$ cat src/rtl/irq_pkg.sv
package irq_pkg;

    // Source kinds inside one channel; the value is the offset within the channel's group
    typedef enum logic [1:0] {
        KIND_RX  = 2'd0,
        KIND_TX  = 2'd1,
        KIND_EXT = 2'd2
    } src_kind_e;

    localparam int SRC_PER_CH = 3;

    // Command codes
    localparam logic [7:0] CMD_RESET_EXT  = 8'h10;
    localparam logic [7:0] CMD_POP_SERVICE = 8'h38;

    // Flat index of a source
    function automatic int src_index(input int ch, input src_kind_e kind);
        return ch * SRC_PER_CH + int'(kind);
    endfunction

endpackage

$ cat src/rtl/irq_ip_cell.sv
module irq_ip_cell (
    input  logic clk,
    input  logic rst,
    input  logic set_i,
    input  logic clr_i,
    output logic ip_o
);
    // A set arriving with a clear is kept so that no event is lost
    always_ff @(posedge clk) begin
        if (rst) ip_o <= 1'b0;
        else     ip_o <= set_i | (ip_o & ~clr_i);
    end
endmodule

$ cat src/rtl/irq_ext_latch.sv
module irq_ext_latch (
    input  logic clk,
    input  logic rst,
    input  logic cond_i,
    input  logic reopen_i,
    output logic ip_o
);
    logic held_q;
    logic closed_q;

    always_ff @(posedge clk) begin
        if (rst) begin
            held_q   <= 1'b0;
            closed_q <= 1'b0;
            ip_o     <= 1'b0;
        end else if (reopen_i) begin
            closed_q <= 1'b0;
            ip_o     <= 1'b0;
        end else if (!closed_q && (cond_i != held_q)) begin
            held_q   <= cond_i;
            closed_q <= 1'b1;
            ip_o     <= 1'b1;
        end
    end
endmodule

$ cat src/rtl/irq_prio_pick.sv
module irq_prio_pick #(
    parameter int N     = 6,
    parameter int IDX_W = $clog2(N + 1)
) (
    input  logic [N-1:0]     req_i,
    output logic [N-1:0]     grant_o,
    output logic [IDX_W-1:0] idx_o
);
    // Lowest index wins; idx_o is all ones when nothing is requested
    always_comb begin
        grant_o = '0;
        idx_o   = '1;
        for (int i = N - 1; i >= 0; i--) begin
            if (req_i[i]) begin
                grant_o    = '0;
                grant_o[i] = 1'b1;
                idx_o      = IDX_W'(i);
            end
        end
    end
endmodule

$ cat src/rtl/irq_ius_bank.sv
module irq_ius_bank #(
    parameter int N = 6
) (
    input  logic         clk,
    input  logic         rst,
    input  logic [N-1:0] grant_i,
    input  logic         pop_i,
    output logic [N-1:0] ius_o
);
    logic [N-1:0] lowest;
    logic [N-1:0] kept;

    always_comb begin
        lowest = ius_o & (~ius_o + N'(1));
        kept   = pop_i ? (ius_o & ~lowest) : ius_o;
    end

    always_ff @(posedge clk) begin
        if (rst) ius_o <= '0;
        else     ius_o <= kept | grant_i;
    end
endmodule

$ cat src/rtl/sio_irq_ctrl.sv
module sio_irq_ctrl #(
    parameter int NCH      = 2,
    parameter int VEC_W    = 8,
    parameter int STAT_LSB = 1
) (
    input  logic                 clk,
    input  logic                 rst,
    input  logic [NCH-1:0]       ev_rx,
    input  logic [NCH-1:0]       ev_tx,
    input  logic [NCH-1:0]       ext_in,
    input  logic [NCH-1:0]       data_rd,
    input  logic [NCH-1:0]       data_wr,
    input  logic                 cmd_we,
    input  logic [$clog2(NCH)-1:0] cmd_ch,
    input  logic [7:0]           cmd_code,
    input  logic                 vec_we,
    input  logic [VEC_W-1:0]     vec_wdata,
    input  logic                 mie,
    input  logic [NCH*3-1:0]     src_en,
    input  logic                 vis,
    input  logic                 iei,
    input  logic                 intack,
    input  logic                 rd_n,
    output logic                 int_n,
    output logic                 ieo,
    output logic [VEC_W-1:0]     vec_raw,
    output logic [VEC_W-1:0]     vec_mod
    ,output logic [NCH*3-1:0]    ip_bits
);
    import irq_pkg::*;

    localparam int NSRC  = NCH * SRC_PER_CH;
    localparam int IDX_W = $clog2(NSRC + 1);
    localparam int CH_W  = $clog2(NCH);

    logic [NSRC-1:0]  ip_q;
    logic [NSRC-1:0]  ius_q;
    logic [NSRC-1:0]  elig;
    logic [NSRC-1:0]  req;
    logic [NSRC-1:0]  ack_win;
    logic [NSRC-1:0]  ack_grant;
    logic [NSRC-1:0]  stat_win;
    logic [IDX_W-1:0] ack_idx;
    logic [IDX_W-1:0] stat_idx;
    logic [VEC_W-1:0] vec_q;
    logic             rd_q;
    logic             rd_fall;
    logic             ack_fire;
    logic             pop_cmd;
    logic             ext_cmd;

    // Per-channel pending sources
    for (genvar c = 0; c < NCH; c++) begin : g_ch
        localparam int IRX  = c * SRC_PER_CH + int'(KIND_RX);
        localparam int ITX  = c * SRC_PER_CH + int'(KIND_TX);
        localparam int IEXT = c * SRC_PER_CH + int'(KIND_EXT);

        irq_ip_cell u_rx (
            .clk(clk), .rst(rst),
            .set_i(ev_rx[c]), .clr_i(data_rd[c]),
            .ip_o(ip_q[IRX])
        );
        irq_ip_cell u_tx (
            .clk(clk), .rst(rst),
            .set_i(ev_tx[c]), .clr_i(data_wr[c]),
            .ip_o(ip_q[ITX])
        );
        irq_ext_latch u_ext (
            .clk(clk), .rst(rst),
            .cond_i(ext_in[c]),
            .reopen_i(ext_cmd && (cmd_ch == CH_W'(c))),
            .ip_o(ip_q[IEXT])
        );
    end

    // Eligibility: enabled, pending, and nothing of equal or higher priority in service
    for (genvar i = 0; i < NSRC; i++) begin : g_elig
        assign elig[i] = mie & src_en[i] & ip_q[i] & ~(|ius_q[i:0]);
    end

    assign req   = elig & {NSRC{iei & ~intack}};
    assign int_n = ~(|req);
    assign ieo   = iei & ~(|ip_q) & ~(|ius_q);

    // Acknowledge: falling read strobe inside an acknowledge cycle
    always_ff @(posedge clk) begin
        if (rst) rd_q <= 1'b1;
        else     rd_q <= rd_n;
    end
    assign rd_fall  = rd_q & ~rd_n;
    assign ack_fire = intack & iei & rd_fall;

    irq_prio_pick #(.N(NSRC), .IDX_W(IDX_W)) u_ack_pick (
        .req_i(elig), .grant_o(ack_win), .idx_o(ack_idx)
    );
    assign ack_grant = ack_win & {NSRC{ack_fire}};

    assign pop_cmd = cmd_we && (cmd_code == CMD_POP_SERVICE);
    assign ext_cmd = cmd_we && (cmd_code == CMD_RESET_EXT);

    irq_ius_bank #(.N(NSRC)) u_ius (
        .clk(clk), .rst(rst),
        .grant_i(ack_grant), .pop_i(pop_cmd),
        .ius_o(ius_q)
    );

    // Vector register and status substitution
    always_ff @(posedge clk) begin
        if (rst)         vec_q <= '0;
        else if (vec_we) vec_q <= vec_wdata;
    end

    irq_prio_pick #(.N(NSRC), .IDX_W(IDX_W)) u_stat_pick (
        .req_i(ip_q & src_en), .grant_o(stat_win), .idx_o(stat_idx)
    );

    always_comb begin
        vec_mod = vec_q;
        if (vis) vec_mod[STAT_LSB +: IDX_W] = stat_idx;
    end

    assign vec_raw = vec_q;
    assign ip_bits = ip_q;

    // Only the index form is used by the vector; the one-hot forms are kept local
    logic unused_ok;
    assign unused_ok = ^{stat_win, ack_idx};

endmodule


$ cat config.mk
export PLATFORM = sky130hd
export DESIGN_NAME = sio_irq_ctrl
export DESIGN_NICKNAME = d
export VERILOG_FILES = /design/src/rtl/irq_pkg.sv /design/src/rtl/irq_ip_cell.sv /design/src/rtl/irq_ext_latch.sv /design/src/rtl/irq_prio_pick.sv /design/src/rtl/irq_ius_bank.sv /design/src/rtl/sio_irq_ctrl.sv
export SDC_FILE = /design/constraint.sdc
export NUM_CORES = 1
export LEC_CHECK = 0
export BUFFER_PORTS_ARGS = -buffer_cell sky130_fd_sc_hd__buf_2
export CORE_MARGIN = 10
export CORE_UTILIZATION = 44
export CTS_CLUSTER_DIAMETER = 60
export DETAILED_ROUTE_END_ITERATION = 10
export GPL_TIMING_DRIVEN = 0
export PLACE_DENSITY = 0.76
export SYNTH_ARGS = -nofsm -noshare
export SYNTH_HDL_FRONTEND = slang
export SYNTH_SLANG_ARGS = --single-unit
$ cat constraint.sdc
create_clock -name clk -period 1.8 [get_ports clk]
set_clock_uncertainty 0.1 [all_clocks]
set_input_delay 0.36 -clock clk [delete_from_list [all_inputs] [get_ports clk]]
set_output_delay 0.36 -clock clk [all_outputs]
set_load 0.02 [all_outputs]
Word level (Yosys, flattened, before mapping)
Index checks and enable logic that the tools add are counted.
W data, S select, Z words.
{"block": "totals", "regBits": 23, "latchBits": 0, "mem_bits_rw": 0, "romBits": 0, "in_bits": 42, "out_inout_bits": 24, "memories": 0}
{"block": "op_classes", "addsub": 1, "mul": 0, "div": 0, "magnitude_cmp": 0, "n_eq_ne": 4, "shift": 0, "mux": 14, "n_bitwise": 57, "n_reduce_logical": 19}
{"cell": "$mux W6", "n": 7}
{"cell": "$and A6 B6 Y6", "n": 5}
{"cell": "$and A1 B1 Y1", "n": 28}
{"cell": "$reduce_or A6 Y1", "n": 3}
{"cell": "$not A1 Y1", "n": 17}
{"cell": "$mux W3", "n": 5}
{"cell": "$not A6 Y6", "n": 2}
{"cell": "$eq A8 B5 Y1 const B", "n": 1}
{"cell": "$eq A8 B6 Y1 const B", "n": 1}
{"cell": "$add A6 B1 Y6 const B", "n": 1}
{"cell": "$logic_and A1 B1 Y1", "n": 6}
{"cell": "$or A6 B6 Y6", "n": 1}
{"cell": "$reduce_or A2 Y1", "n": 3}
{"cell": "$reduce_or A5 Y1", "n": 1}
{"cell": "$mux W2", "n": 2}
{"cell": "$or A1 B1 Y1", "n": 4}
{"cell": "$reduce_and A2 Y1", "n": 2}
{"cell": "$reduce_or A4 Y1", "n": 1}
{"cell": "$reduce_or A3 Y1", "n": 1}
{"cell": "$logic_not A1 Y1", "n": 2}
{"cell": "$ne A1 B1 Y1", "n": 2}

Longest topological paths before layout
{"block": "logic_depth", "depth_word": 11, "mapped_depth": 4}

Cells and area by module
A second synthesis with hierarchy kept.
{"block": "unflattened", "hier_cells": 160, "area_unflattened_um2": 1355.0}
{"module": "sio_irq_ctrl", "n_inst": 1, "cells_per_inst": 78, "area_per_inst_um2": 648.1}
{"module": "irq_ius_bank", "n_inst": 1, "cells_per_inst": 24, "area_per_inst_um2": 219.0}
{"module": "irq_prio_pick", "n_inst": 2, "cells_per_inst": 13, "area_per_inst_um2": 87.6}
{"module": "irq_ext_latch", "n_inst": 2, "cells_per_inst": 8, "area_per_inst_um2": 78.8}
{"module": "irq_ip_cell", "n_inst": 4, "cells_per_inst": 4, "area_per_inst_um2": 38.8}

Least setup slack after synthesis
No wires, ideal clock.
{"block": "synth_path", "kind": "input to output", "start": "in src_en[1]", "end": "out int_n", "arrival_time_ns": 1.361, "required_time_ns": 1.340, "slack_ns": -0.021, "stages": 4, "path_cell_list": "and2_1 nand3_1 o21ai_1 o311ai_1"}
{"block": "synth_between", "elab_chain_len": 6}
{"item": "start, declared", "line": "sio_irq_ctrl.sv:19", "source": "input logic [NCH*3-1:0] src_en,"}
{"item": "$and A1 B1 Y1 (3 in series)", "line": "sio_irq_ctrl.sv:78", "source": "assign elig[i] = mie & src_en[i] & ip_q[i] & ~(|ius_q[i:0]);"}
{"item": "$and A6 B6 Y6", "line": "sio_irq_ctrl.sv:81", "source": "assign req = elig & {NSRC{iei & ~intack}};"}
{"item": "$reduce_or A6 Y1", "line": "sio_irq_ctrl.sv:82", "source": "assign int_n = ~(|req);"}
{"item": "$not A1 Y1", "line": "sio_irq_ctrl.sv:82"}
{"item": "end, declared", "line": "sio_irq_ctrl.sv:24", "source": "output logic int_n,"}
Every way passes these cells.

Final worst setup path
{"block": "layout_path", "start": "reg u_ius.ius_o[0]", "end": "out int_n"}
{"block": "layout_between", "elab_chain_len": 6}
{"item": "start, declared", "line": "irq_ius_bank.sv:8", "source": "output logic [N-1:0] ius_o"}
{"item": "start signal, assigned", "line": "irq_ius_bank.sv:20", "source": "else ius_o <= kept | grant_i;"}
{"item": "$reduce_or A6 Y1 (tied with other cells)", "line": "sio_irq_ctrl.sv:78"}
{"item": "$not A1 Y1", "line": "sio_irq_ctrl.sv:78"}
{"item": "$and A1 B1 Y1", "line": "sio_irq_ctrl.sv:78"}
{"item": "$and A6 B6 Y6 (*)", "line": "sio_irq_ctrl.sv:81"}
{"item": "$reduce_or A6 Y1 (*)", "line": "sio_irq_ctrl.sv:82"}
{"item": "$not A1 Y1 (*)", "line": "sio_irq_ctrl.sv:82"}
Every way passes the cells marked *; elsewhere a longest branch is shown, timed or not.

==> impl_results.html <==
<table>
<tr><th>Metric</th><th>Value</th></tr>
<tr><th colspan="2">Power and ir drop</th></tr>
<tr><td>Power, Total</td><td>0.00114 W</td></tr>
<tr><td>Gate power share</td><td>28.9%</td></tr>
<tr><td>Net switching share of the total power</td><td>32.0%</td></tr>
<tr><td>Cell internal power dissipation</td><td>0.000775 W</td></tr>
<tr><td>Share of power burned in registers</td><td>49.7%</td></tr>
<tr><td>VDD IR max</td><td>0.000571 V</td></tr>
<tr><td>Clock power frac</td><td>21.4%</td></tr>
<tr><td>Cell leakage power</td><td>0.924 nW</td></tr>
<tr><td>Power per standard cell area</td><td>624 mW/mm^2</td></tr>
<tr><td>Power spent charging and discharging nets</td><td>0.000365 W</td></tr>
<tr><th colspan="2">Layout</th></tr>
<tr><td>Fin nets</td><td>266</td></tr>
<tr><td>Number of diodes</td><td>0</td></tr>
<tr><td>Leading cell type in the layout, fill and taps excluded</td><td>buf_2</td></tr>
<tr><td>Top library cells by usage in the layout, fill and taps aside</td><td>buf_2 (60), buf_4 (28), nor2_1 (19)</td></tr>
<tr><td>Fin cells</td><td>254</td></tr>
<tr><td>Share of post-route cells with drive strength above 1</td><td>54.7%</td></tr>
<tr><td>Area added between synthesis and finish</td><td>49.4%</td></tr>
<tr><th colspan="2">CTS</th></tr>
<tr><td>TritonCTS clock tree</td><td>done</td></tr>
<tr><td>Hold bufs inserted after CTS</td><td>0</td></tr>
<tr><td>CTS Buf Count</td><td>3</td></tr>
<tr><td>Maximum level of the CTS H-tree</td><td>1</td></tr>
<tr><td>Register clock-pin slew on the reported worst setup and hold paths</td><td>0.13 ns</td></tr>
<tr><td>Maximum number of buffers from clock root to sink</td><td>2</td></tr>
<tr><td>Worst-skew pair later-pin latency</td><td>0.32 ns</td></tr>
<tr><td>Root buffer selected by CTS</td><td>clkbuf_4</td></tr>
<tr><td>Clock Sink Count</td><td>23</td></tr>
<tr><th colspan="2">Synth</th></tr>
<tr><td>Post-synthesis mux area share</td><td>8.19%</td></tr>
<tr><td>Count of distinct cell types in the synthesized netlist</td><td>39</td></tr>
<tr><td>Sequential fraction of the synthesis area</td><td>37.7%</td></tr>
<tr><td>Mean instance size in the synthesized netlist</td><td>8.55 sq um</td></tr>
<tr><td>Leading post-synthesis cells by cell area</td><td>dfxtp_1 (38%), mux2i_1 (8.2%), buf_4 (6.8%)</td></tr>
<tr><td>EDFF count, synth</td><td>0</td></tr>
<tr><td>Share of the synthesized area in the top cell type</td><td>37.7%</td></tr>
<tr><td>Number of synthesis warnings</td><td>0</td></tr>
<tr><td>Simple-gate share of the synthesized area</td><td>23.8%</td></tr>
<tr><td>Netlist area before placement</td><td>0.00122 sq mm</td></tr>
<tr><td>Cell accounting for the most synthesized area</td><td>dfxtp_1</td></tr>
<tr><td>Xor and xnor fraction of the mapped netlist area</td><td>1.43%</td></tr>
<tr><td>Synthesized-area fraction occupied by ao, oa, aoi and oai cells</td><td>17.5%</td></tr>
<tr><td>Largest family of logic cells by synthesized area</td><td>simple AND/OR/NAND/NOR gates</td></tr>
<tr><td>Adder-cell share of the synthesized area</td><td>0%</td></tr>
<tr><td>Register bit count reported by yosys</td><td>23</td></tr>
<tr><td>Cell count after synthesis</td><td>143</td></tr>
<tr><td>Synth async-reset ratio</td><td>0%</td></tr>
<tr><td>Net count after synthesis</td><td>185</td></tr>
<tr><td>Top_reg_cell synth</td><td>dfxtp_1</td></tr>
<tr><th colspan="2">Setup path</th></tr>
<tr><td>Peak fanout along the critical path</td><td>5</td></tr>
<tr><td>Biggest cell delay along the critical path</td><td>0.39 ns</td></tr>
<tr><td>Number of buffers and inverters on the critical path</td><td>1</td></tr>
<tr><td>Endpoint class of the critical path</td><td>output port</td></tr>
<tr><td>Required time reported for the critical path endpoint</td><td>1.34 ns</td></tr>
<tr><td>Critical path cell sequence</td><td>nor3_4, nand2_2, o21ai_2, o311ai_2, buf_4</td></tr>
<tr><td>Critical path launch point type</td><td>flip-flop</td></tr>
<tr><td>CP Data Arrival Time</td><td>1.47 ns</td></tr>
<tr><td>Family with the most delay on the worst path</td><td>flip-flops</td></tr>
<tr><td>Slowest stage cell on the critical path</td><td>dfxtp_4</td></tr>
<tr><td>WS Path Type</td><td>flip-flop to output port</td></tr>
<tr><th colspan="2">Floorplan</th></tr>
<tr><td>Die width</td><td>72.7 um</td></tr>
<tr><td>Chip height</td><td>72.7 um</td></tr>
<tr><td>Core box area</td><td>0.00271 sq mm</td></tr>
<tr><td>Effective utilization at floorplan</td><td>45.1%</td></tr>
<tr><td>Die ar.</td><td>0.00529 sq mm</td></tr>
<tr><td># IOs</td><td>66</td></tr>
<tr><td>Std-Cell Rows</td><td>19</td></tr>
<tr><th colspan="2">Place</th></tr>
<tr><td>Pre-CTS setup slack</td><td>-0.0776 ns</td></tr>
<tr><td>Weighted congestion reported at the end of routability-driven placement</td><td>0.791</td></tr>
<tr><td>HPWL after DPL</td><td>3020 um</td></tr>
<tr><td>Buffers on Ports</td><td>63</td></tr>
<tr><td>Number of placed instances with taps included</td><td>237</td></tr>
<tr><th colspan="2">Route</th></tr>
<tr><td>Vias per std cell</td><td>5.46</td></tr>
<tr><td>Vias after detailed routing</td><td>1387</td></tr>
<tr><td>Antenna Nets Post-Route</td><td>0</td></tr>
<tr><td>Total wirelength of the detailed-routed design</td><td>4210 um</td></tr>
<tr><td>Violation count after the first detailed-route iteration</td><td>93</td></tr>
<tr><td>TritonRoute pass-1 iters</td><td>5</td></tr>
<tr><td>Post-DR wirelength/cell</td><td>16.6 um</td></tr>
<tr><td>Drt drc</td><td>0</td></tr>
<tr><th colspan="2">Timing</th></tr>
<tr><td>Setup repair after global routing missed its margin</td><td>true</td></tr>
<tr><td>Post-route clock period utilization</td><td>107%</td></tr>
<tr><td>Total negative slack</td><td>-0.417 ns</td></tr>
<tr><td>Number of endpoints with negative hold slack in the final report</td><td>0</td></tr>
<tr><td>Slew headroom</td><td>71.2%</td></tr>
<tr><td>PnR worst setup slack</td><td>-0.134 ns</td></tr>
<tr><td>Worst hold slack across all endpoints</td><td>0.129 ns</td></tr>
<tr><td>Final setup violation count</td><td>6</td></tr>
<tr><td>Slew @ Worst Pin</td><td>0.432 ns</td></tr>
<tr><td>Max-slew violation count</td><td>0</td></tr>
<tr><td>F_max</td><td>517 MHz</td></tr>
<tr><td>Min cycle time layout</td><td>1.93 ns</td></tr>
<tr><th colspan="2">Global route</th></tr>
<tr><td>Fraction of met3 tracks used by global routing</td><td>5.31%</td></tr>
<tr><td>Total global-route track usage</td><td>14.5%</td></tr>
<tr><td>Total congestion overflow</td><td>0</td></tr>
<tr><td>Busiest metal layer after global routing</td><td>met2</td></tr>
<tr><td>Global-route wire length before repair</td><td>6420 um</td></tr>
<tr><td>Pin count of the biggest net entering global routing</td><td>14</td></tr>
<tr><td>Initial antenna violation count</td><td>0</td></tr>
<tr><td>GRT met2 Usage</td><td>25.3%</td></tr>
<tr><td>GR met1 Demand/Resource</td><td>14.7%</td></tr>
<tr><td>Vias in the first global route</td><td>1470</td></tr>
<tr><th colspan="2">Job</th></tr>
<tr><td>Max-cap viol count</td><td>0</td></tr>
<tr><th colspan="2">Outcome</th></tr>
<tr><td>Failing checks</td><td>negative setup slack</td></tr>
<tr><td>Run status</td><td>complete, but fails checks</td></tr>
<tr><th colspan="2">Min path</th></tr>
<tr><td>Type of the tightest min-delay check</td><td>input port to flip-flop</td></tr>
</table>
layout make-up:
cell class	instances	area, sq um
buffer	14	96.3
clock buffer	3	22.5
clock inverter	1	5.00
fill	227	883
inverter	11	42.5
multi-input combinational	95	712
sequential	23	480
tap	31	38.8
timing repair buffer	76	429
power groups by stage:
stage / combinational (W) / clock [W] / sequential, W
2_1_floorplan: 0.000154 / 0 / 0.000581
3_5_place_dp: 0.000275 / 0 / 0.000576
3_3_place_gp: 0.000268 / 0 / 0.000574
6_report: 0.000330 / 0.000244 / 0.000567
5_1_grt: 0.000357 / 0.000267 / 0.000571
4_1_cts: 0.000311 / 0.000248 / 0.000565
flip-flops by register name, summed over array words and instances (netlist names):
signal and cells:
vec_raw 8, u_ius.ius_o 6, g_ch.u_ext.held_q 2, g_ch.u_rx.ip_o 2, g_ch.u_tx.ip_o 2, g_ch.u_ext.ip_o 1
g_ch.u_ext.closed_q 1, rd_q 1
final timing paths:
kind                                                start                         to  slack (ns)  cells after the start
worst max-delay path            u_ius.ius_o[0]$_SDFF_PP0_                      int_n       -0.13                      5
worst min-delay path                                 rd_n            rd_q$_SDFF_PP1_        0.13                      2
worst max register to register  u_ius.ius_o[0]$_SDFF_PP0_  u_ius.ius_o[3]$_SDFF_PP0_       -0.11                     10
worst min register to register  u_ius.ius_o[4]$_SDFF_PP0_  u_ius.ius_o[4]$_SDFF_PP0_        0.43                      2
Yosys cell counts (all sizes together), types with 3 or more instances:
library cell / number
o21ai: 7
o41ai: 3
nor2: 21
mux2i: 10
buf: 14
o211ai: 3
dfxtp: 23
nand3: 4
nand4b: 3
a21oi: 10
nand2: 9
inv: 10
repair_timing:
item                                   CTS  global route
setup endpoints to repair                5             7
setup buffers                           11             2
pin swaps                                8             5
gates resized for setup                 25            12
endpoints found under the hold margin    0             0
cells by family (layout without fill, tap and decap cells):
logic type | after synthesis | after routing
compound gates | 32 | 32
xor+xnor | 2 | 2
buf+inv | 25 | 105
flops | 23 | 23
mux | 10 | 10
simple gates | 51 | 51
routing by layer:
layer | wire, um | up-vias
met1 | 1650 | 644
met4 | 134 | 0
met2 | 2090 | 66
met3 | 338 | 14
met5 | 0 | -
li1 | - | 663
per-stage QoR:
stage / area [sq um] / util [%]
floorplan: 1230 / -
global placement: 1580 / 58.4
detailed placement: 1580 / 58.4
CTS: 1770 / 65.2
global route: 1830 / 67.4
finish: 1830 / 67.4
Note: power is estimated with default switching activity, not from simulation.
